## config.mk

```make
export PLATFORM = sky130hd
export DESIGN_NAME = ipi_move_seq
export DESIGN_NICKNAME = d
export VERILOG_FILES = /design/src/rtl/ipi_pkg.sv /design/src/rtl/ipi_phase_ctr.sv /design/src/rtl/ipi_ptr_unit.sv /design/src/rtl/ipi_bus_drv.sv /design/src/rtl/ipi_move_seq.sv
export SDC_FILE = /design/constraint.sdc
export NUM_CORES = 1
export LEC_CHECK = 0
export CAP_MARGIN = 20
export CORE_UTILIZATION = 49
export CTS_CLUSTER_SIZE = 14
export DETAILED_ROUTE_END_ITERATION = 10
export PLACE_DENSITY_LB_ADDON = 0.08
export SLEW_MARGIN = 25
export SYNTH_ARGS = -nofsm -noshare
export SYNTH_HDL_FRONTEND = slang
export SYNTH_SLANG_ARGS = --single-unit
```

## constraint.sdc

```tcl
create_clock -name clk -period 2.7 [get_ports clk]
set_clock_uncertainty 0.05 [all_clocks]
set_input_delay 0.27 -clock clk [delete_from_list [all_inputs] [get_ports clk]]
set_output_delay 0.27 -clock clk [all_outputs]
set_load 0.01 [all_outputs]
```

## src/rtl/ipi_pkg.sv

```systemverilog
package ipi_pkg;

  // Step of a move, decoded from the cycle counter.
  typedef enum logic [2:0] {
    PH_IDLE,
    PH_PTR_RD,    // read pointer at operand address
    PH_PTR_CAP,   // pointer returns on read data, captured at end of cycle
    PH_DATA,      // access data at pointer (read or write)
    PH_LOAD_CAP,  // load data returns, accumulator strobe
    PH_PTR_WB,    // write pointer+1 to operand address
    PH_PAD,       // latency padding
    PH_DONE       // final cycle, done pulse
  } phase_e;

  localparam int unsigned MIN_CYCLES = 6;

endpackage

```

## src/rtl/ipi_phase_ctr.sv

```systemverilog
module ipi_phase_ctr
  import ipi_pkg::*;
#(
  parameter int unsigned CYCLES = 10
) (
  input  logic   clk,
  input  logic   rst_n,
  input  logic   start_i,
  output logic   accept_o,
  output logic   busy_o,
  output phase_e phase_o
);

  localparam int unsigned CW = (CYCLES > 1) ? $clog2(CYCLES) : 1;
  localparam logic [CW-1:0] LAST = CW'(CYCLES - 1);

  logic [CW-1:0] cnt_q, cnt_d;
  logic          busy_q, busy_d;
  logic          cnt_en;

  assign accept_o = start_i && !busy_q;
  assign cnt_en   = accept_o || busy_q;

  always_comb begin
    cnt_d  = cnt_q;
    busy_d = busy_q;
    if (!busy_q) begin
      if (start_i) begin
        busy_d = 1'b1;
        cnt_d  = '0;
      end
    end else if (cnt_q == LAST) begin
      busy_d = 1'b0;
      cnt_d  = '0;
    end else begin
      cnt_d = cnt_q + 1'b1;
    end
  end

  always_ff @(posedge clk or negedge rst_n) begin
    if (!rst_n) begin
      cnt_q  <= '0;
      busy_q <= 1'b0;
    end else if (cnt_en) begin
      cnt_q  <= cnt_d;
      busy_q <= busy_d;
    end
  end

  always_comb begin
    if (!busy_q) begin
      phase_o = PH_IDLE;
    end else if (cnt_q == LAST) begin
      phase_o = PH_DONE;
    end else begin
      case (cnt_q)
        CW'(0):  phase_o = PH_PTR_RD;
        CW'(1):  phase_o = PH_PTR_CAP;
        CW'(2):  phase_o = PH_DATA;
        CW'(3):  phase_o = PH_LOAD_CAP;
        CW'(4):  phase_o = PH_PTR_WB;
        default: phase_o = PH_PAD;
      endcase
    end
  end

  assign busy_o = busy_q;

  // final cycle lasts exactly one cycle
  p_done_single_r6: assert property (@(posedge clk) disable iff (!rst_n)
    (phase_o == PH_DONE) |=> (phase_o != PH_DONE));

  // a running move only advances; a start pulse cannot rewind it
  p_cnt_advance_r7: assert property (@(posedge clk) disable iff (!rst_n)
    (busy_q && (cnt_q != LAST)) |=> (busy_q && (cnt_q == $past(cnt_q) + 1'b1)));

  // the move ends right after the final cycle
  p_busy_ends_r6: assert property (@(posedge clk) disable iff (!rst_n)
    (phase_o == PH_DONE) |=> !busy_q);

endmodule

```

## src/rtl/ipi_ptr_unit.sv

```systemverilog
module ipi_ptr_unit #(
  parameter int unsigned W = 8
) (
  input  logic         clk,
  input  logic         rst_n,
  input  logic         cap_en,
  input  logic [W-1:0] rdata_i,
  output logic [W-1:0] ptr_o,
  output logic [W-1:0] ptr_inc_o
);

  logic [W-1:0] ptr_q, ptr_d;

  always_comb begin
    ptr_d = ptr_q;
    if (cap_en) ptr_d = rdata_i;
  end

  always_ff @(posedge clk or negedge rst_n) begin
    if (!rst_n) ptr_q <= '0;
    else if (cap_en) ptr_q <= ptr_d;
  end

  // Increment stays within W bits, so the all-ones pointer wraps to zero.
  assign ptr_o     = ptr_q;
  assign ptr_inc_o = ptr_q + W'(1);

endmodule

```

## src/rtl/ipi_bus_drv.sv

```systemverilog
module ipi_bus_drv
  import ipi_pkg::*;
#(
  parameter int unsigned W = 8
) (
  input  phase_e       phase_i,
  input  logic         store_i,
  input  logic [W-1:0] opnd_i,
  input  logic [W-1:0] ptr_i,
  input  logic [W-1:0] ptr_inc_i,
  input  logic [W-1:0] acc_i,
  input  logic [W-1:0] rdata_i,
  output logic         mem_en_o,
  output logic         mem_we_o,
  output logic [W-1:0] mem_addr_o,
  output logic [W-1:0] mem_wdata_o,
  output logic         acc_we_o,
  output logic [W-1:0] acc_wdata_o,
  output logic         ptr_cap_o
);

  always_comb begin
    mem_en_o    = 1'b0;
    mem_we_o    = 1'b0;
    mem_addr_o  = opnd_i;
    mem_wdata_o = '0;
    acc_we_o    = 1'b0;
    acc_wdata_o = rdata_i;
    ptr_cap_o   = 1'b0;
    case (phase_i)
      PH_PTR_RD: begin
        mem_en_o   = 1'b1;
        mem_addr_o = opnd_i;
      end
      PH_PTR_CAP: begin
        ptr_cap_o = 1'b1;
      end
      PH_DATA: begin
        mem_en_o    = 1'b1;
        mem_we_o    = store_i;
        mem_addr_o  = ptr_i;
        mem_wdata_o = acc_i;
      end
      PH_LOAD_CAP: begin
        acc_we_o = !store_i;
      end
      PH_PTR_WB: begin
        mem_en_o    = 1'b1;
        mem_we_o    = 1'b1;
        mem_addr_o  = opnd_i;
        mem_wdata_o = ptr_inc_i;
      end
      default: ;
    endcase
  end

endmodule

```

## src/rtl/ipi_move_seq.sv

```systemverilog
module ipi_move_seq
  import ipi_pkg::*;
#(
  parameter int unsigned CYCLES = 10  // at least ipi_pkg::MIN_CYCLES
) (
  input  logic       clk,
  input  logic       rst_n,
  input  logic       start_i,
  input  logic       dir_store_i,
  input  logic [7:0] opnd_addr_i,
  input  logic [7:0] acc_i,
  output logic       acc_we_o,
  output logic [7:0] acc_wdata_o,
  output logic       mem_en_o,
  output logic       mem_we_o,
  output logic [7:0] mem_addr_o,
  output logic [7:0] mem_wdata_o,
  input  logic [7:0] mem_rdata_i,
  output logic       busy_o,
  output logic       done_o
);

  localparam int unsigned W = 8;

  logic         accept;
  phase_e       phase;
  logic         ptr_cap;
  logic [W-1:0] ptr, ptr_inc;

  logic         store_q, store_d;
  logic [W-1:0] opnd_q, opnd_d;
  logic [W-1:0] acc_q, acc_d;

  ipi_phase_ctr #(.CYCLES(CYCLES)) u_ctr (
    .clk      (clk),
    .rst_n    (rst_n),
    .start_i  (start_i),
    .accept_o (accept),
    .busy_o   (busy_o),
    .phase_o  (phase)
  );

  // Request fields are captured on the accepting edge only.
  always_comb begin
    store_d = store_q;
    opnd_d  = opnd_q;
    acc_d   = acc_q;
    if (accept) begin
      store_d = dir_store_i;
      opnd_d  = opnd_addr_i;
      acc_d   = acc_i;
    end
  end

  always_ff @(posedge clk or negedge rst_n) begin
    if (!rst_n) begin
      store_q <= 1'b0;
      opnd_q  <= '0;
      acc_q   <= '0;
    end else if (accept) begin
      store_q <= store_d;
      opnd_q  <= opnd_d;
      acc_q   <= acc_d;
    end
  end

  ipi_ptr_unit #(.W(W)) u_ptr (
    .clk       (clk),
    .rst_n     (rst_n),
    .cap_en    (ptr_cap),
    .rdata_i   (mem_rdata_i),
    .ptr_o     (ptr),
    .ptr_inc_o (ptr_inc)
  );

  ipi_bus_drv #(.W(W)) u_bus (
    .phase_i     (phase),
    .store_i     (store_q),
    .opnd_i      (opnd_q),
    .ptr_i       (ptr),
    .ptr_inc_i   (ptr_inc),
    .acc_i       (acc_q),
    .rdata_i     (mem_rdata_i),
    .mem_en_o    (mem_en_o),
    .mem_we_o    (mem_we_o),
    .mem_addr_o  (mem_addr_o),
    .mem_wdata_o (mem_wdata_o),
    .acc_we_o    (acc_we_o),
    .acc_wdata_o (acc_wdata_o),
    .ptr_cap_o   (ptr_cap)
  );

  assign done_o = (phase == PH_DONE);

  // quiet outside a move
  p_idle_quiet_r1: assert property (@(posedge clk) disable iff (!rst_n)
    !busy_o |-> (!mem_en_o && !acc_we_o && !done_o));

  // first access of a move reads the operand location
  p_first_read_r2: assert property (@(posedge clk) disable iff (!rst_n)
    $rose(busy_o) |-> (mem_en_o && !mem_we_o && (mem_addr_o == opnd_q)));

  // write-back carries the pointer read three cycles earlier, plus one
  p_wb_inc_r5: assert property (@(posedge clk) disable iff (!rst_n)
    (phase == PH_PTR_WB) |-> (mem_we_o && (mem_wdata_o == $past(mem_rdata_i, 3) + 8'd1)));

  // stores never strobe the accumulator
  p_store_no_acc_r10: assert property (@(posedge clk) disable iff (!rst_n)
    (busy_o && store_q) |-> !acc_we_o);

  // loads write memory only at the operand address
  p_load_wr_opnd_r10: assert property (@(posedge clk) disable iff (!rst_n)
    (busy_o && !store_q && mem_en_o && mem_we_o) |-> (mem_addr_o == opnd_q));

  // accumulator strobe never shares a cycle with a memory access
  p_acc_no_mem_r3: assert property (@(posedge clk) disable iff (!rst_n)
    acc_we_o |-> !mem_en_o);

endmodule

```

==> results of run 1 <==
## layer usage
layer | track usage [%] | routed length (um) | vias to the layer above
met2 | 38.5 | 1790 | 46
li1 | - | - | 623
met3 | 7.58 | 243 | 7
met4 | 7.31 | 38 | 0
met1 | 30.2 | 1640 | 639
met5 | 0 | 0 | -
## through the flow
step           setup slack (ns)  instances  cell area, um2
6_report                  0.167        238            2270
5_1_grt                  0.0253        238            2270
4_1_cts                0.000814        238            2260
3_5_place_dp              0.283        230            2200
3_3_place_gp              0.400        230            2200
2_1_floorplan             0.935        144            1660
## registers in the layout, summed over array words and instances, names as in the netlist
register / flops
store_q: 1
acc_q: 8
u_ctr.cnt_q: 4
u_ptr.ptr_o: 8
opnd_q: 8
u_ctr.busy_o: 1
## cell families (layout without fill, tap and decap cells)
kind of cell | count (synthesis) | in the layout | share of synthesized area [%]
adder cells (fa/ha/maj) | 1 | 1 | 0.752
XOR/XNOR | 3 | 3 | 1.58
buffers and inverters | 18 | 68 | 6.39
flip-flops | 30 | 30 | 45.1
multiplexers | 33 | 33 | 22.3
AND/OR/NAND/NOR | 41 | 41 | 15.3
AO/OA/AOI/OAI | 18 | 18 | 8.57
## cells in the mapped netlist
cell / instances / area [um2]
nand3b_1: 3 / 22.5
or2b_1: 1 / 7.51
and2b_1: 1 / 7.51
a21o_1: 2 / 15.0
xnor2_1: 2 / 17.5
nor3b_1: 2 / 15.0
dfrtp_1: 30 / 751
nor4_1: 1 / 6.26
nor2_1: 3 / 11.3
a22o_1: 1 / 8.76
xor2_1: 1 / 8.76
o21ai_0: 2 / 10.0
nand2_1: 7 / 26.3
and3b_1: 1 / 8.76
and4_1: 1 / 8.76
o2111ai_1: 3 / 26.3
nand4_1: 2 / 12.5
nand3_1: 10 / 50.1
nor2b_1: 4 / 25.0
mux2_2: 33 / 372
o2bb2ai_1: 4 / 35.0
and3_1: 1 / 6.26
ha_1: 1 / 12.5
o211ai_1: 4 / 30.0
nor4_4: 1 / 21.3
or2_2: 1 / 6.26
buf_4: 9 / 67.6
and2_0: 1 / 6.26
clkbuf_1: 4 / 15.0
inv_2: 1 / 3.75
a21boi_0: 1 / 7.51
a32o_1: 1 / 10.0
buf_2: 4 / 20.0
nor3b_2: 1 / 12.5
## what timing repair did
action	4_1_cts	5_1_grt
resized for setup	1	5
endpoints found under the hold margin	0	0
cloned	0	0
endpoints found under the setup margin	4	13
pin swaps	0	0
## worst paths after layout
path                         startpoint        endpoint  cells past startpoint
setup / recovery           u_ctr.busy_o   mem_addr_o[2]                      5
hold / removal                    rst_n  u_ctr.cnt_q[1]                      2
setup reg to reg           u_ctr.busy_o  u_ptr.ptr_o[1]                      3
hold reg to reg               opnd_q[0]       opnd_q[0]                      1
max in group asynchronous         rst_n    u_ctr.busy_o                      2
min in group clk              opnd_q[0]       opnd_q[0]                      1
## layout make-up
type | count | area (um2) | share of cell area, %
Clock inverter | 1 | 5.00 | 0.220
Clock buffer | 7 | 55.1 | 2.42
Tap cell | 44 | 55.1 | 2.42
Timing Repair Buffer | 59 | 583 | 25.7
Multi-Input combinational cell | 96 | 817 | 36.0
Sequential cell | 30 | 753 | 33.1
Inverter | 1 | 3.75 | 0.165
## worst max-delay path, stage by stage, from the launching register on
cell and delay [ns]:
dfrtp_2 0.49, nor3b_2 0.18, buf_4 0.19, nand2_2 0.18, mux2_2 0.37, clkdlybuf4s50_1 0.48
## power breakdown
group	internal, mW	switching, mW	leakage (nW)
Sequential	0.674	0.282	0.357
Clock	0.126	0.155	0.0353
Combinational	0.769	0.498	0.511
Total	1.57	0.935	0.903
==> impl_results.md, run 1 <==
* Worst slew pin tran at 0.688 ns
* First-pass GRT wire length at 6130 um
* Worst setup SP type: register
* Clk sinks at 30
* Mapped cell area at 1660 um2
* CTS H-tree lvls at 2
* Remaining Overflow, GRT at 0
* Inserted Clock Buffers at 5
* Die footprint at 3630 um2
* Total track usage at 23.8%
* Placer Congestion at 0.737
* Max-cap violations at 0
* Crit Path Category: register to output port
* Clk pin slew, worst setup/hold paths at 0.10 ns
* Leak pwr at 0.903 nW
* Final HPWL DP at 2800 um
* Post-Syn Area per Cell at 11.6 um2
* Most frequent cells in the layout: clkdlybuf4s50_1, mux2_2, dfrtp_1
* Status: finished, final reports clean
* Count of cell types in the netlist at 34
* Setup TNS at 0 ns
* # IOs at 57
* Fmax achieved at 395 MHz
* Slew Viols, Final at 0
* Cell Rows at 20
* Clk root buf: clkbuf_4
* Commonest non-fill, non-tap cell in the layout: clkdlybuf4s50_1
* Hold_ws at 0.267 ns
* Sequential area share after synthesis at 45.1%
* Final net count at 222
* Largest fanout on the critical path at 15
* Final Setup Violations at 0
* I/O Buffers at 56
* Layout fillers at 229
* Final worst-path cycle share at 93.8%
* First drt pass iteration count at 4
* Ant diodes at 0
* Later-pin clock latency in the skew report at 0.33 ns
* Height of the die at 60.3 um
* Fin util at 72.6%
* Hold buffers post-CTS at 0
* Die Wd at 60.3 um
* CP Capture Type: output port
* Hold Crit Class: input pin to asynchronous set/reset pin
* # Post-CTS Setup Buffers at 0
* Minimum clock period at 2.53 ns
* Total wire length at 3720 um
* Power, Total at 2.50 mW
* Critical path arrival at 2.21 ns
* Synth warn at 0
* Final hold vios at 0
* Post-Synthesis Net Count at 173
* Area growth from synthesis to layout at 36.5%
* Via count at 1,315
* Core Area at 3130 um2
* DRC errors left at 0
* #FFs+latches synth at 30
* Vias per cell at 5.53
* Antenna-violating nets left at 0
* Largest net degree at the start of global routing at 31
* Initial core utilization at 53.2%
* R2R Setup Slk at 0.96 ns
* Fraction of final layout cells sized beyond drive strength 1 at 26.3%
* Initial drt markers at 30
* Initial antenna violation count at 0
* WP data required at 2.38 ns
* Maximum VDD drop at 0.653 mV
* Rel. slew slack at 54.1%
* Unrepaired setup endpoints after global routing: false
* DR WL/cell at 15.6 um
* CTS Buffer Depth at 2
* Syn Inst Count at 144
* CTS tree: built
* Number of global-route vias before repair at 1,322
* Cell area power density at 1100 nW/um2
Power figures use the tool's default switching activity.
==> run 2: changes to the inputs <==
- CORE_MARGIN: default -> 3
==> impl_results.md, run 2 (synthesis results as in run 1) <==
* Initial core utilization at 52.8%
* Cell Rows at 20
* Total track usage at 19.9%
* Worst setup SP type: register
* Placed Area at 2190 um2
* CP Capture Type: output port
* Final Setup Violations at 0
* Worst slew pin tran at 0.668 ns
* Crit Path Category: register to output port
* Clk pin slew, worst setup/hold paths at 0.09 ns
* CTS tree: built
* Power, Total at 2.49 mW
* Critical path arrival at 2.25 ns
* CTS H-tree lvls at 2
* I/O Buffers at 56
* Most frequent cells in the layout: clkdlybuf4s50_1, mux2_2, dfrtp_1
* Later-pin clock latency in the skew report at 0.33 ns
* Maximum VDD drop at 0.584 mV
* CTS Buffer Depth at 2
* Commonest non-fill, non-tap cell in the layout: clkdlybuf4s50_1
* Final hold vios at 0
* Clk root buf: clkbuf_4
* Final std cells w/o fill at 236
* WP data required at 2.38 ns
* Area growth from synthesis to layout at 35.7%
* Largest net degree at the start of global routing at 31
* Antenna-violating nets left at 0
* Die footprint at 4130 um2
* Fmax achieved at 389 MHz
* Largest fanout on the critical path at 10
* Status: finished, final reports clean
* Slew Viols, Final at 0
* Inserted Clock Buffers at 5
* Leak pwr at 0.889 nW
* Height of the die at 64.3 um
* Unrepaired setup endpoints after global routing: false
* Core Area at 3150 um2
* Via count at 1,332
* Placer Congestion at 0.808
* Final HPWL DP at 2830 um
* Setup TNS at 0 ns
* Die Wd at 64.3 um
* Layout fillers at 241
* Minimum clock period at 2.57 ns
* Dpl ws at 0.340 ns
* Initial drt markers at 81
* Final net count at 221
* Initial antenna violation count at 0
* Max-cap violations at 0
* First drt pass iteration count at 4
* Fraction of final layout cells sized beyond drive strength 1 at 25.5%
* Rel. slew slack at 55.4%
* DRC errors left at 0
* Remaining Overflow, GRT at 0
* Ant diodes at 0
* Hold Crit Class: input pin to asynchronous set/reset pin
* Total wire length at 3850 um
* Fin util at 71.6%
* Cell area power density at 1100 nW/um2
* Clk sinks at 30
* # IOs at 57
* Hold_ws at 0.264 ns
* Vias per cell at 5.64
* Final setup margin at 0.128 ns
* Placed insts at 229
* Final worst-path cycle share at 95.3%
* Final instance area at 2260 um2
* First-pass GRT wire length at 6350 um
* DR WL/cell at 16.3 um
* Number of global-route vias before repair at 1,390
-- run 2: final timing paths --
kind                                      from  depth (start not counted)             end  slack (ns)
max in group asynchronous                rst_n                          2  u_ctr.cnt_q[1]        2.04
min in group clk                     opnd_q[1]                          1       opnd_q[1]        0.46
worst max register to register  u_ctr.cnt_q[3]                          3  u_ptr.ptr_o[0]        0.93
worst min register to register       opnd_q[1]                          1       opnd_q[1]        0.46
worst min-delay path                     rst_n                          2  u_ctr.cnt_q[2]        0.26
worst max-delay path            u_ctr.cnt_q[0]                          5  mem_wdata_o[5]        0.13
-- run 2: layout make-up --
cell class,instances,area (um2),area share [%]
Multi-Input combinational cell,96,826,36.6
Sequential cell,30,753,33.4
Timing Repair Buffer,58,576,25.5
Tap cell,44,55.1,2.44
Clock buffer,7,45.0,1.99
Inverter,1,3.75,0.166
-- run 2: layer usage --
metal  vias up  track usage (%)  wire length, um
met2        61             32.1             1850
met3         8             5.80              284
li1        617                -                -
met1       646             24.6             1660
met5         -                0                0
met4         0             9.23               62
-- run 2: timing repair --
action	in CTS	in global routing
resized for setup	3	4
hold buffers	0	0
endpoints found under the setup margin	14	15
setup buffers	0	0
endpoints found under the hold margin	0	0
-- run 2: power by group --
part           internal (mW)  switching [mW]
Combinational          0.770           0.511
Sequential             0.674           0.292
Clock                 0.0979           0.144
Total                   1.54           0.947
-- run 2: critical path, cell delays in order, from the launching register on --
cell and delay (ns):
dfrtp_1 0.49, nor3b_4 0.34, buf_4 0.22, nand3b_1 0.10, o211ai_1 0.20, clkdlybuf4s50_1 0.57
==> run 3: changes to the inputs <==
- HOLD_SLACK_MARGIN: default -> 0.12
- PLACE_DENSITY: default -> 0.87
- PLACE_DENSITY_LB_ADDON: 0.08 -> default
- SLEW_MARGIN: 25 -> default
==> impl_results.md, run 3 (synthesis results as in run 1) <==
* Status: finished, final reports clean
* Clk pin slew, worst setup/hold paths at 0.10 ns
* R2R Path End: opnd_q[3]
* Initial core utilization at 52.8%
* Power, Total at 2.56 mW
* Setup TNS at 0 ns
* Unrepaired setup endpoints after global routing: false
* I/O Buffers at 56
* Final instance area at 2280 um2
* Slew Viols, Final at 0
* First drt pass iteration count at 5
* Total track usage at 21.6%
* Maximum VDD drop at 0.650 mV
* Ant diodes at 0
* Inserted Clock Buffers at 5
* Total wire length at 4240 um
* Final Setup Violations at 0
* Die footprint at 4130 um2
* Worst setup SP type: register
* WP data required at 2.38 ns
* Largest net degree at the start of global routing at 31
* Rel. slew slack at 50.1%
* Cell Rows at 20
* Leak pwr at 0.910 nW
* Area growth from synthesis to layout at 37.2%
* Initial antenna violation count at 0
* Worst slew pin tran at 0.748 ns
* Initial drt markers at 67
* Clk root buf: clkbuf_4
* Worst setup path end: mem_wdata_o[3]
* RR Startpoint: u_ctr.busy_o
* First-pass GRT wire length at 6750 um
* Final HPWL DP at 3030 um
* Placer Congestion at 0.771
* Fraction of final layout cells sized beyond drive strength 1 at 27.6%
* Most frequent cells in the layout: clkdlybuf4s50_1, mux2_2, dfrtp_1
* Crit path from: u_ctr.cnt_q[1]
* # IOs at 57
* CP Capture Type: output port
* Number of global-route vias before repair at 1,414
* Placed Area at 2210 um2
* Vias per cell at 5.73
* Final worst-path cycle share at 96.7%
* Layout fillers at 217
* Hold Crit Class: input pin to asynchronous set/reset pin
* Via count at 1,374
* DRC errors left at 0
* Later-pin clock latency in the skew report at 0.34 ns
* Crit Path Category: register to output port
* Fmax achieved at 383 MHz
* CTS Buffer Depth at 2
* Height of the die at 64.3 um
* Antenna-violating nets left at 0
* CTS H-tree lvls at 2
* Max-cap violations at 0
* Minimum clock period at 2.61 ns
* DR WL/cell at 17.7 um
* Fin util at 72.4%
* Core Area at 3150 um2
* R2R Setup Slk at 0.84 ns
* Commonest non-fill, non-tap cell in the layout: clkdlybuf4s50_1
* Cell area power density at 1120 nW/um2
* CTS tree: built
* Clk sinks at 30
* Final hold vios at 0
* Die Wd at 64.3 um
* Critical path arrival at 2.29 ns
* Final net count at 225
* Cells on worst reg2reg path at 3
* Largest fanout on the critical path at 9
* Hold buffers post-CTS at 0
* Remaining Overflow, GRT at 0
-- run 3: cell types whose count changed in the layout (fill, tap and decap cells not counted), sizes merged --
cell / change
clkinv: +2
clkbuf: -2
buf: +4
-- run 3: worst min path at each step --
| stage | slack (ns) | cells after the start | to | startpoint |
|---|---|---|---|---|
| floorplan | -0.08 | 0 | acc_q[0] | rst_n |
| global placement | 0.43 | 1 | opnd_q[4] | opnd_q[4] |
| detailed placement | 0.44 | 1 | opnd_q[6] | opnd_q[6] |
| CTS | 0.26 | 2 | u_ptr.ptr_o[1] | rst_n |
| global route | 0.28 | 2 | opnd_q[6] | rst_n |
| finish | 0.26 | 2 | opnd_q[6] | rst_n |
-- run 3: layer usage --
metal / share of wire (%) / global-route usage, % / vias up / wire [um]
met5: 0 / 0 / - / 0
met4: 2.8 / 12.7 / 0 / 119
met3: 7.9 / 4.92 / 12 / 336
met2: 48 / 34.3 / 76 / 2060
met1: 41 / 26.7 / 662 / 1730
li1: - / - / 624 / -
-- run 3: critical path: stages, from the launching register on --
cell and delay [ns]:
dfrtp_2 0.48, nor2b_1 0.29, buf_4 0.19, and2_0 0.26
o2bb2ai_1 0.16, clkdlybuf4s50_1 0.57
-- run 3: where the power goes --
| part | switching, mW | total, mW | leakage [nW] | internal, mW |
|---|---|---|---|---|
| clock network | 0.162 | 0.255 | 0.0308 | 0.0933 |
| registers | 0.283 | 0.958 | 0.356 | 0.675 |
| logic | 0.548 | 1.35 | 0.523 | 0.798 |
| total | 0.992 | 2.56 | 0.910 | 1.57 |
-- run 3: stage by stage --
step / setup WS [ns] / hold slack [ns] / instances
2_1_floorplan: 0.935 / -0.0756 / 144
3_3_place_gp: 0.383 / 0.434 / 231
3_5_place_dp: 0.349 / 0.444 / 231
4_1_cts: 0.0470 / 0.261 / 238
5_1_grt: 0.0127 / 0.279 / 240
6_report: 0.0883 / 0.257 / 240
-- run 3: area by class of cell --
type	instances	area [um2]	area share, %
clock buffers	5	37.5	1.64
clock inverters	2	10.0	0.438
inverters	1	3.75	0.164
multi-input cells	96	818	35.8
flip-flops and latches	30	753	33.0
well taps	44	55.1	2.41
repair buffers	62	606	26.5
-- run 3: timing repair --
item                       in CTS  in global routing
buffers inserted                0                  2
pin swaps                       0                  1
resized for setup               2                  3
setup endpoints to repair      13                 14
